==> src/rtl/seg_xlate_pkg.sv <==
// Shared encodings for the segmented address translator.
// Assumes: fault codes and access kinds are fixed by the block's contract.
package seg_xlate_pkg;

    typedef enum logic [2:0] {
        FLT_NONE    = 3'd0,
        FLT_RANGE   = 3'd1,
        FLT_INVALID = 3'd2,
        FLT_LIMIT   = 3'd3,
        FLT_PRIV    = 3'd4
    } fault_e;

    typedef enum logic [1:0] {
        ACC_READ  = 2'd0,
        ACC_WRITE = 2'd1,
        ACC_EXEC  = 2'd2,
        ACC_NONE  = 2'd3
    } acc_e;

    typedef enum logic {
        ST_IDLE  = 1'b0,
        ST_FETCH = 1'b1
    } state_e;

endpackage

==> src/rtl/seg_check.sv <==
// Combinational protection check and address add for one descriptor.
// Assumes: OFF_W <= PA_W; range_bad is already resolved by the caller.
module seg_check #(
    parameter int PA_W  = 16,
    parameter int OFF_W = 12
) (
    input  logic             range_bad,
    input  logic [PA_W-1:0]  ent_base,
    input  logic [OFF_W:0]   ent_len,
    input  logic             ent_valid,
    input  logic [2:0]       ent_perm,
    input  logic [OFF_W-1:0] off,
    input  logic [1:0]       acc,
    output logic [2:0]       fault,
    output logic [PA_W-1:0]  phys
);
    import seg_xlate_pkg::*;

    logic allowed;

    // pick the permission flag matching the access kind
    always_comb begin
        unique case (acc_e'(acc))
            ACC_READ:  allowed = ent_perm[2];
            ACC_WRITE: allowed = ent_perm[1];
            ACC_EXEC:  allowed = ent_perm[0];
            default:   allowed = 1'b0;
        endcase
    end

    // priority chain of faults, then the address sum on success
    always_comb begin
        phys = '0;
        if (range_bad)                      fault = FLT_RANGE;
        else if (!ent_valid)                fault = FLT_INVALID;
        else if ({1'b0, off} >= ent_len)    fault = FLT_LIMIT;
        else if (!allowed)                  fault = FLT_PRIV;
        else begin
            fault = FLT_NONE;
            phys  = ent_base + PA_W'(off);
        end
    end
endmodule

==> src/rtl/seg_cache.sv <==
// One-entry descriptor cache tagged by segment number.
// Assumes: clr and fill are never asserted in the same cycle by the top.
module seg_cache #(
    parameter int SEG_W   = 4,
    parameter int ENTRY_W = 33
) (
    input  logic               clk,
    input  logic               rst_n,
    input  logic               clr,
    input  logic               fill,
    input  logic [SEG_W-1:0]   fill_tag,
    input  logic [ENTRY_W-1:0] fill_data,
    input  logic [SEG_W-1:0]   look_tag,
    output logic               hit,
    output logic [ENTRY_W-1:0] data
);
    logic               vld_q;
    logic [SEG_W-1:0]   tag_q;
    logic [ENTRY_W-1:0] dat_q;

    // hold the last fetched descriptor; flush on clear
    always_ff @(posedge clk) begin
        if (!rst_n || clr) begin
            vld_q <= 1'b0;
        end else if (fill) begin
            vld_q <= 1'b1;
        end
        if (fill) begin
            tag_q <= fill_tag;
            dat_q <= fill_data;
        end
    end

    assign hit  = vld_q && (tag_q == look_tag);
    assign data = dat_q;
endmodule

==> src/rtl/seg_xlate.sv <==
// Segmented address translator: range check, descriptor fetch or cache hit,
// protection checks, then start plus offset or a fault code.
// Assumes: table registers are not written while a fetch is outstanding;
// memory returns exactly one mem_rvalid per mem_rd.
module seg_xlate #(
    parameter int SEG_W = 4,
    parameter int OFF_W = 12,
    parameter int PA_W  = 16
) (
    input  logic                       clk,
    input  logic                       rst_n,
    input  logic                       cfg_we,
    input  logic                       cfg_sel,
    input  logic [PA_W-1:0]            cfg_wdata,
    input  logic                       req_valid,
    output logic                       req_ready,
    input  logic [SEG_W-1:0]           req_seg,
    input  logic [OFF_W-1:0]           req_off,
    input  logic [1:0]                 req_acc,
    output logic                       mem_rd,
    output logic [PA_W-1:0]            mem_addr,
    input  logic                       mem_rvalid,
    input  logic [PA_W+OFF_W+4:0]      mem_rdata,
    output logic                       done,
    output logic [2:0]                 fault,
    output logic [PA_W-1:0]            phys_addr
);
    import seg_xlate_pkg::*;

    localparam int LEN_W   = OFF_W + 1;
    localparam int ENTRY_W = PA_W + LEN_W + 4;
    localparam int CNT_W   = SEG_W + 1;

    state_e             state_q;
    logic [PA_W-1:0]    tbl_base_q;
    logic [CNT_W-1:0]   tbl_len_q;
    logic [SEG_W-1:0]   seg_q;
    logic [OFF_W-1:0]   off_q;
    logic [1:0]         acc_q;
    logic               done_q, mem_rd_q;
    logic [2:0]         fault_q;
    logic [PA_W-1:0]    phys_q, mem_addr_q;

    logic               accept, range_bad, c_hit, fill;
    logic [ENTRY_W-1:0] c_data, ent;
    logic [OFF_W-1:0]   chk_off;
    logic [1:0]         chk_acc;
    logic [2:0]         chk_fault;
    logic [PA_W-1:0]    chk_phys;

    assign req_ready = (state_q == ST_IDLE);
    assign accept    = req_valid && req_ready;
    assign range_bad = (state_q == ST_IDLE) && ({1'b0, req_seg} >= tbl_len_q);
    assign fill      = (state_q == ST_FETCH) && mem_rvalid;

    // checker input source: fetched descriptor while fetching, else cache
    always_comb begin
        if (state_q == ST_FETCH) begin
            ent     = mem_rdata;
            chk_off = off_q;
            chk_acc = acc_q;
        end else begin
            ent     = c_data;
            chk_off = req_off;
            chk_acc = req_acc;
        end
    end

    seg_cache #(.SEG_W(SEG_W), .ENTRY_W(ENTRY_W)) u_cache (
        .clk(clk), .rst_n(rst_n), .clr(cfg_we), .fill(fill),
        .fill_tag(seg_q), .fill_data(mem_rdata), .look_tag(req_seg),
        .hit(c_hit), .data(c_data)
    );

    seg_check #(.PA_W(PA_W), .OFF_W(OFF_W)) u_check (
        .range_bad(range_bad),
        .ent_base(ent[ENTRY_W-1 -: PA_W]),
        .ent_len(ent[4 +: LEN_W]),
        .ent_valid(ent[3]),
        .ent_perm(ent[2:0]),
        .off(chk_off), .acc(chk_acc),
        .fault(chk_fault), .phys(chk_phys)
    );

    // table origin and size registers
    always_ff @(posedge clk) begin
        if (!rst_n) begin
            tbl_base_q <= '0;
            tbl_len_q  <= '0;
        end else if (cfg_we) begin
            if (cfg_sel) tbl_len_q  <= cfg_wdata[CNT_W-1:0];
            else         tbl_base_q <= cfg_wdata;
        end
    end

    // request sequencing: immediate answer, or fetch then answer
    always_ff @(posedge clk) begin
        if (!rst_n) begin
            state_q    <= ST_IDLE;
            done_q     <= 1'b0;
            mem_rd_q   <= 1'b0;
            fault_q    <= FLT_NONE;
            phys_q     <= '0;
            mem_addr_q <= '0;
            seg_q      <= '0;
            off_q      <= '0;
            acc_q      <= '0;
        end else begin
            done_q   <= 1'b0;
            mem_rd_q <= 1'b0;
            unique case (state_q)
                ST_IDLE: if (accept) begin
                    if (range_bad || c_hit) begin
                        done_q  <= 1'b1;
                        fault_q <= chk_fault;
                        phys_q  <= chk_phys;
                    end else begin
                        mem_rd_q   <= 1'b1;
                        mem_addr_q <= tbl_base_q + PA_W'(req_seg);
                        seg_q      <= req_seg;
                        off_q      <= req_off;
                        acc_q      <= req_acc;
                        state_q    <= ST_FETCH;
                    end
                end
                ST_FETCH: if (mem_rvalid) begin
                    done_q  <= 1'b1;
                    fault_q <= chk_fault;
                    phys_q  <= chk_phys;
                    state_q <= ST_IDLE;
                end
                default: state_q <= ST_IDLE;
            endcase
        end
    end

    assign done      = done_q;
    assign fault     = fault_q;
    assign phys_addr = phys_q;
    assign mem_rd    = mem_rd_q;
    assign mem_addr  = mem_addr_q;
endmodule

==> config.mk <==
export PLATFORM = sky130hd
export DESIGN_NAME = seg_xlate
export DESIGN_NICKNAME = d
export VERILOG_FILES = /design/src/rtl/seg_xlate_pkg.sv /design/src/rtl/seg_check.sv /design/src/rtl/seg_cache.sv /design/src/rtl/seg_xlate.sv
export SDC_FILE = /design/constraint.sdc
export NUM_CORES = 1
export LEC_CHECK = 0
export BUFFER_PORTS_ARGS = -buffer_cell sky130_fd_sc_hd__buf_2
export CELL_PAD_IN_SITES_DETAIL_PLACEMENT = 1
export CELL_PAD_IN_SITES_GLOBAL_PLACEMENT = 2
export CORE_MARGIN = 4
export CORE_UTILIZATION = 25
export DETAILED_ROUTE_END_ITERATION = 8
export PLACE_DENSITY = 0.71
export SETUP_SLACK_MARGIN = 0.4
export SYNTH_ARGS = -nofsm -noshare
export SYNTH_HDL_FRONTEND = slang
export SYNTH_SLANG_ARGS = --single-unit
==> constraint.sdc <==
create_clock -name clk -period 9.65 [get_ports clk]
set_input_delay 0.965 -clock clk [delete_from_list [all_inputs] [get_ports clk]]
set_output_delay 0.965 -clock clk [all_outputs]
set_load 0.05 [all_outputs]
Word level (Yosys, flattened, before mapping)
Cells that the tools add are included.

$add $sub $neg: 2. Multipliers: 0. Divide/modulo/power cells: 0. $lt $le $gt $ge: 2. Eq/ne operators: 6. Shift-type cells: 0. Mux-type cells: 28. Bitwise gates (word level): 4. Reduce and logical (&&, ||, !) cells: 13.

Operators by type and width (number): $mux 16 (7); $mux 33 (1); $pmux 16 s2 (1); $mux 3 (7); $add 16x12->16 (1); $add 16x4->16 (1); $ge 12x13->1 (1); $mux 12 (1); $mux 1 (6); $pmux 3 s2 (1); $reduce_and 3->1 (2); $ge 4x5->1 (1); $eq 4x4->1 (1); $logic_and 1x1->1 (4); $ne 2x1->1 const B (2); $not 1->1 (4); $pmux 1 s2 (2); $reduce_and 2->1 (2); $pmux 1 s3 (1); $eq 2x1->1 const B (1); $eq 2x2->1 const B (1); $logic_not 2->1 (1); $logic_or 1x1->1 (2); $mux 2 (1); 3 further kinds (3).

Bits in registers: 115. Bits in latches: 0. Bits in writable memories: 0. Memory bits (read-only): 0. Input port bits: 73. Output and inout bits: 38. Word-level logic and storage cells: 69. Memories: 0.

Logic depth before layout (Yosys ltp)
Depth after elaboration: 10. Depth in mapped cells: 14. Mapped depth without buffers: 10.

By module
A second synthesis with hierarchy kept.

Cell total of the unflattened synthesis: 667. Area, all modules: 6293.5 µm².

By module, submodules not included: seg_xlate (instances 1, cells an instance 452, area an instance 3892.5 µm², seq. area each 1541.5 µm²); seg_cache (instances 1, cells an instance 49, area an instance 1207.4 µm², seq. area each 1131.1 µm²); seg_check (instances 1, cells an instance 166, area an instance 1193.6 µm², seq. area each 0.0 µm²).

Worst setup path after synthesis
Ideal clock, no wire load.

Path type: flip-flop to flip-flop. From: register state_q. To: register phys_q[12] (netlist: phys_addr[12]). Data arrival time: 3.142 ns. Slack: 6.421 ns. Cell stages (with the launch flop): 15. Cell sequence: dfxtp_1 -> buf_4 -> buf_2 -> buf_1 -> buf_2 -> mux2i_1 -> inv_1 -> ha_1 -> fa_1 -> a21oi_1 -> o221ai_1 -> a31oi_1 -> o21ai_0 -> xnor2_1 -> o31ai_1.

Longest elaborated chain between the ends: 10. Elaborated cells between the ends (all ways): 25. Classes of those cells: add/sub: 1; order compare: 1; eq/ne: 5; mux: 12; bitwise: 1; reduce/logical: 5.

Ends and longest elaborated chain: from (decl) (RTL line seg_xlate.sv:34) `state_e state_q;`; from (signal assigned) (RTL line seg_xlate.sv:99) `state_q <= ST_IDLE;`; from (signal assigned) (RTL line seg_xlate.sv:123) `state_q <= ST_FETCH;`; from (signal assigned) (RTL line seg_xlate.sv:130) `state_q <= ST_IDLE;`; branches (longest 10 deep; another with $add 16x12->16); to (signal assigned) (RTL line seg_xlate.sv:116) `phys_q <= chk_phys;`; to (signal assigned) (RTL line seg_xlate.sv:129) `phys_q <= chk_phys;`; to (decl) (RTL line seg_xlate.sv:42) `logic [PA_W-1:0] phys_q, mem_addr_q;`.

Parallel ways; which one is timed is not known. The select of a mux whose other input is x is not followed. A chain may end at the register's enable or synchronous reset.

Worst setup path after layout
Same ends and word-level chain as after synthesis.

==> impl_metrics.yaml <==
status:
  status: "finished, final reports clean"
clock_network:
  cts_root_buffer: "clkbuf_16"
  numCtsBuffers: 17
  post_cts_buffers: 0
  cts_tree: "done"
  ctsHoldBuffers: 0
  clock_latency_ns: 0.42
  htreeDepth: 4
  cts_buffer_depth: 2
  clk_pin_slew_ns: 0.06
  cts_resized: 0
  cts_sinks: 115
global_routing:
  grt_overflow_total: 0
  grt_pass1_vias: 5128
  grt_max_degree: 44
  grt_pass1_wl_um: 27300
  track_usage_pct: 13.2
  antenna_found_initial: 0
timing:
  fmax_ghz: 0.291
  final_max_slew_viol_count: 0
  fin_setup_tns_ns: 0
  post-route-period-util_pct: 35.7
  clock_skew_ns: 0.0114
  finalHoldViolations: 0
  setup_viol: 0
  grt_setup_unrepaired: "no"
  max_slew_margin_pct: 31.6
  min_period_ns: 3.44
  tightest_slew_ns: 1.02
  fin_ws_ns: 6.21
  holdWs_ns: 0.433
critical_path:
  path_max_fanout: 42
  critical_path.max_stage_delay_ns: 0.53
  crit_type: "register to register"
  critPathCaptureType: "register"
  cp_slowest_cell: "buf_4"
  cp.arrival_ns: 3.77
  start_kind: "register"
  path_cells: "buf_4, mux2i_1, inv_1, ha_1, fa_1, a21oi_1, o221ai_1, a31oi_1, o21ai_0, xnor2_1, o31ai_1"
  ff2ff_setup_slack_ns: 6.21
  critPathTopFamily: "compound AO/OA/AOI/OAI gates"
  crit_required_ns: 9.97
  cp_num_buf_inv: 2
layout:
  fin_util_pct: 32.2
  n_antenna_cell: 0
  final_common_cell: "buf_2"
  final_nets: 791
  drive_above_1_share_pct: 26.5
  synthToLayoutAreaGrowth_pct: 25.8
  mostFrequentLayoutCells: "110 x buf_2, 77 x dfxtp_1, 66 x nand2_1"
drt:
  vias: 4641
  avgRoutedWirePerCell_um: 16.6
  drtPass1Iterations: 4
  dr.first_iter.drc_count: 161
  via_per_inst: 4.60
  routed_wl_um: 16800
  drc: 0
  antenna_left: 0
die:
  die_w_um: 161
  ios: 111
  die_area_um2: 25900
  core_area_um2: 22800
  die_h_um: 161
  initial_utilization_pct: 25.6
  num_rows: 55
placement:
  routabilityCongestion: 0.780
  dp.final_hpwl_um: 12800
  place_ws_ns: 6.19
  port_buffers: 110
synthesis:
  synthesis.area_um2: 5850
  yosysTopAreaCellShare_pct: 26.7
  ys.flop_type: "dfxtp_1"
  synth.lib_cells_used.distinct: 56
  synthArstFlopShare_pct: 0
  ys_seq_area_share_pct: 45.7
  synth_edf_count: 37
  yosys_register_bits: 115
  syn_area_per_cell_um2: 10.1
  synthTopCellsByArea: "dfxtp_1 27%, edfxtp_1 19%, ha_1 6.8%"
  syn_inst: 579
  yosys_warnings: 0
  syn_nets: 686
  synth_largest_area_cell: "dfxtp_1"
pwr:
  power_density_nw_per_um2: 207
  vdd_ir_drop_max_v: 0.0000834
  p_leak_uw: 0.00298
flow_run:
  drv_cap: 0
worst_hold_path:
  hold_class: "register to register"
## power by group
part | switching, uW | internal (uW) | total, uW
Combinational | 177 | 101 | 279
Sequential | 14.8 | 527 | 542
Clock | 235 | 469 | 703
Total | 427 | 1100 | 1520
## flip-flops by register name, indices dropped and copies added, names as in the netlist, 2 cells and up
register       count
mem_addr          16
tbl_base_q        16
seg_q              4
tbl_len_q          5
fault              3
acc_q              2
u_cache.tag_q      4
phys_addr         16
u_cache.data      33
off_q             12
## synth_stat cells, types with 3 or more instances
| library cell | count |
|---|---|
| dfxtp_1 | 78 |
| nand2_1 | 66 |
| a21oi_1 | 52 |
| mux2i_1 | 38 |
| edfxtp_1 | 37 |
| nor2_1 | 33 |
| ha_1 | 32 |
| mux2_2 | 26 |
| nand3_1 | 25 |
| inv_1 | 17 |
| xor2_1 | 17 |
| clkbuf_1 | 16 |
| o21ai_0 | 15 |
| nand4_1 | 13 |
| xnor2_1 | 11 |
| a211oi_1 | 8 |
| a21o_1 | 8 |
| and3_1 | 7 |
| o31ai_1 | 7 |
| buf_2 | 6 |
| nor2b_1 | 6 |
| nand2b_1 | 4 |
| o21a_1 | 4 |
| o21ai_1 | 4 |
| and2_1 | 3 |
| nand3b_1 | 3 |
| nor3_1 | 3 |
| o211ai_1 | 3 |
## kinds of logic after synthesis
kind of cell,Yosys count,synth area share [%]
DFF,115,45.7
xor gates and xnor gates,29,4.47
and+or+nand+nor,171,14.0
AOI/OAI and AO/OA,118,12.9
adders and majority gates,34,7.53
muxes,65,11.8
buffers and inverters,47,3.68
## per-stage QoR
| stage | instances | instance area [um2] | power, uW |
|---|---|---|---|
| final | 1010 | 7360 | 1520 |
| after global routing | 1010 | 7360 | 1600 |
| after CTS | 1010 | 7360 | 1550 |
| after detailed placement | 978 | 6700 | 834 |
| after global placement | 978 | 6700 | 826 |
| after floorplan | 579 | 5850 | 753 |
## layout make-up
cell class                      count  area [um2]
Clock buffer                       21         492
Clock inverter                     11         173
Fill cell                        2656       15500
Inverter                           18        67.6
Multi-Input combinational cell    417        2980
Sequential cell                   115        2670
Tap cell                          313         392
Timing Repair Buffer              115         588
## final timing paths
kind,from,to,depth (start not counted)
setup / recovery,state_q,phys_addr[12],11
hold / removal,seg_q[1],u_cache.tag_q[1],0
setup reg to reg,state_q,phys_addr[12],11
hold reg to reg,seg_q[1],u_cache.tag_q[1],0
## routing by layer
layer  track usage (%)  vias to the layer above  wire, um
li1                  -                     2300         -
met1              16.8                     2251      7860
met2              22.2                       71      8120
met3              2.83                       19       534
met4              4.61                        0       289
met5                 0                        -         0
No activity file was read; power rests on OpenSTA's default activity.
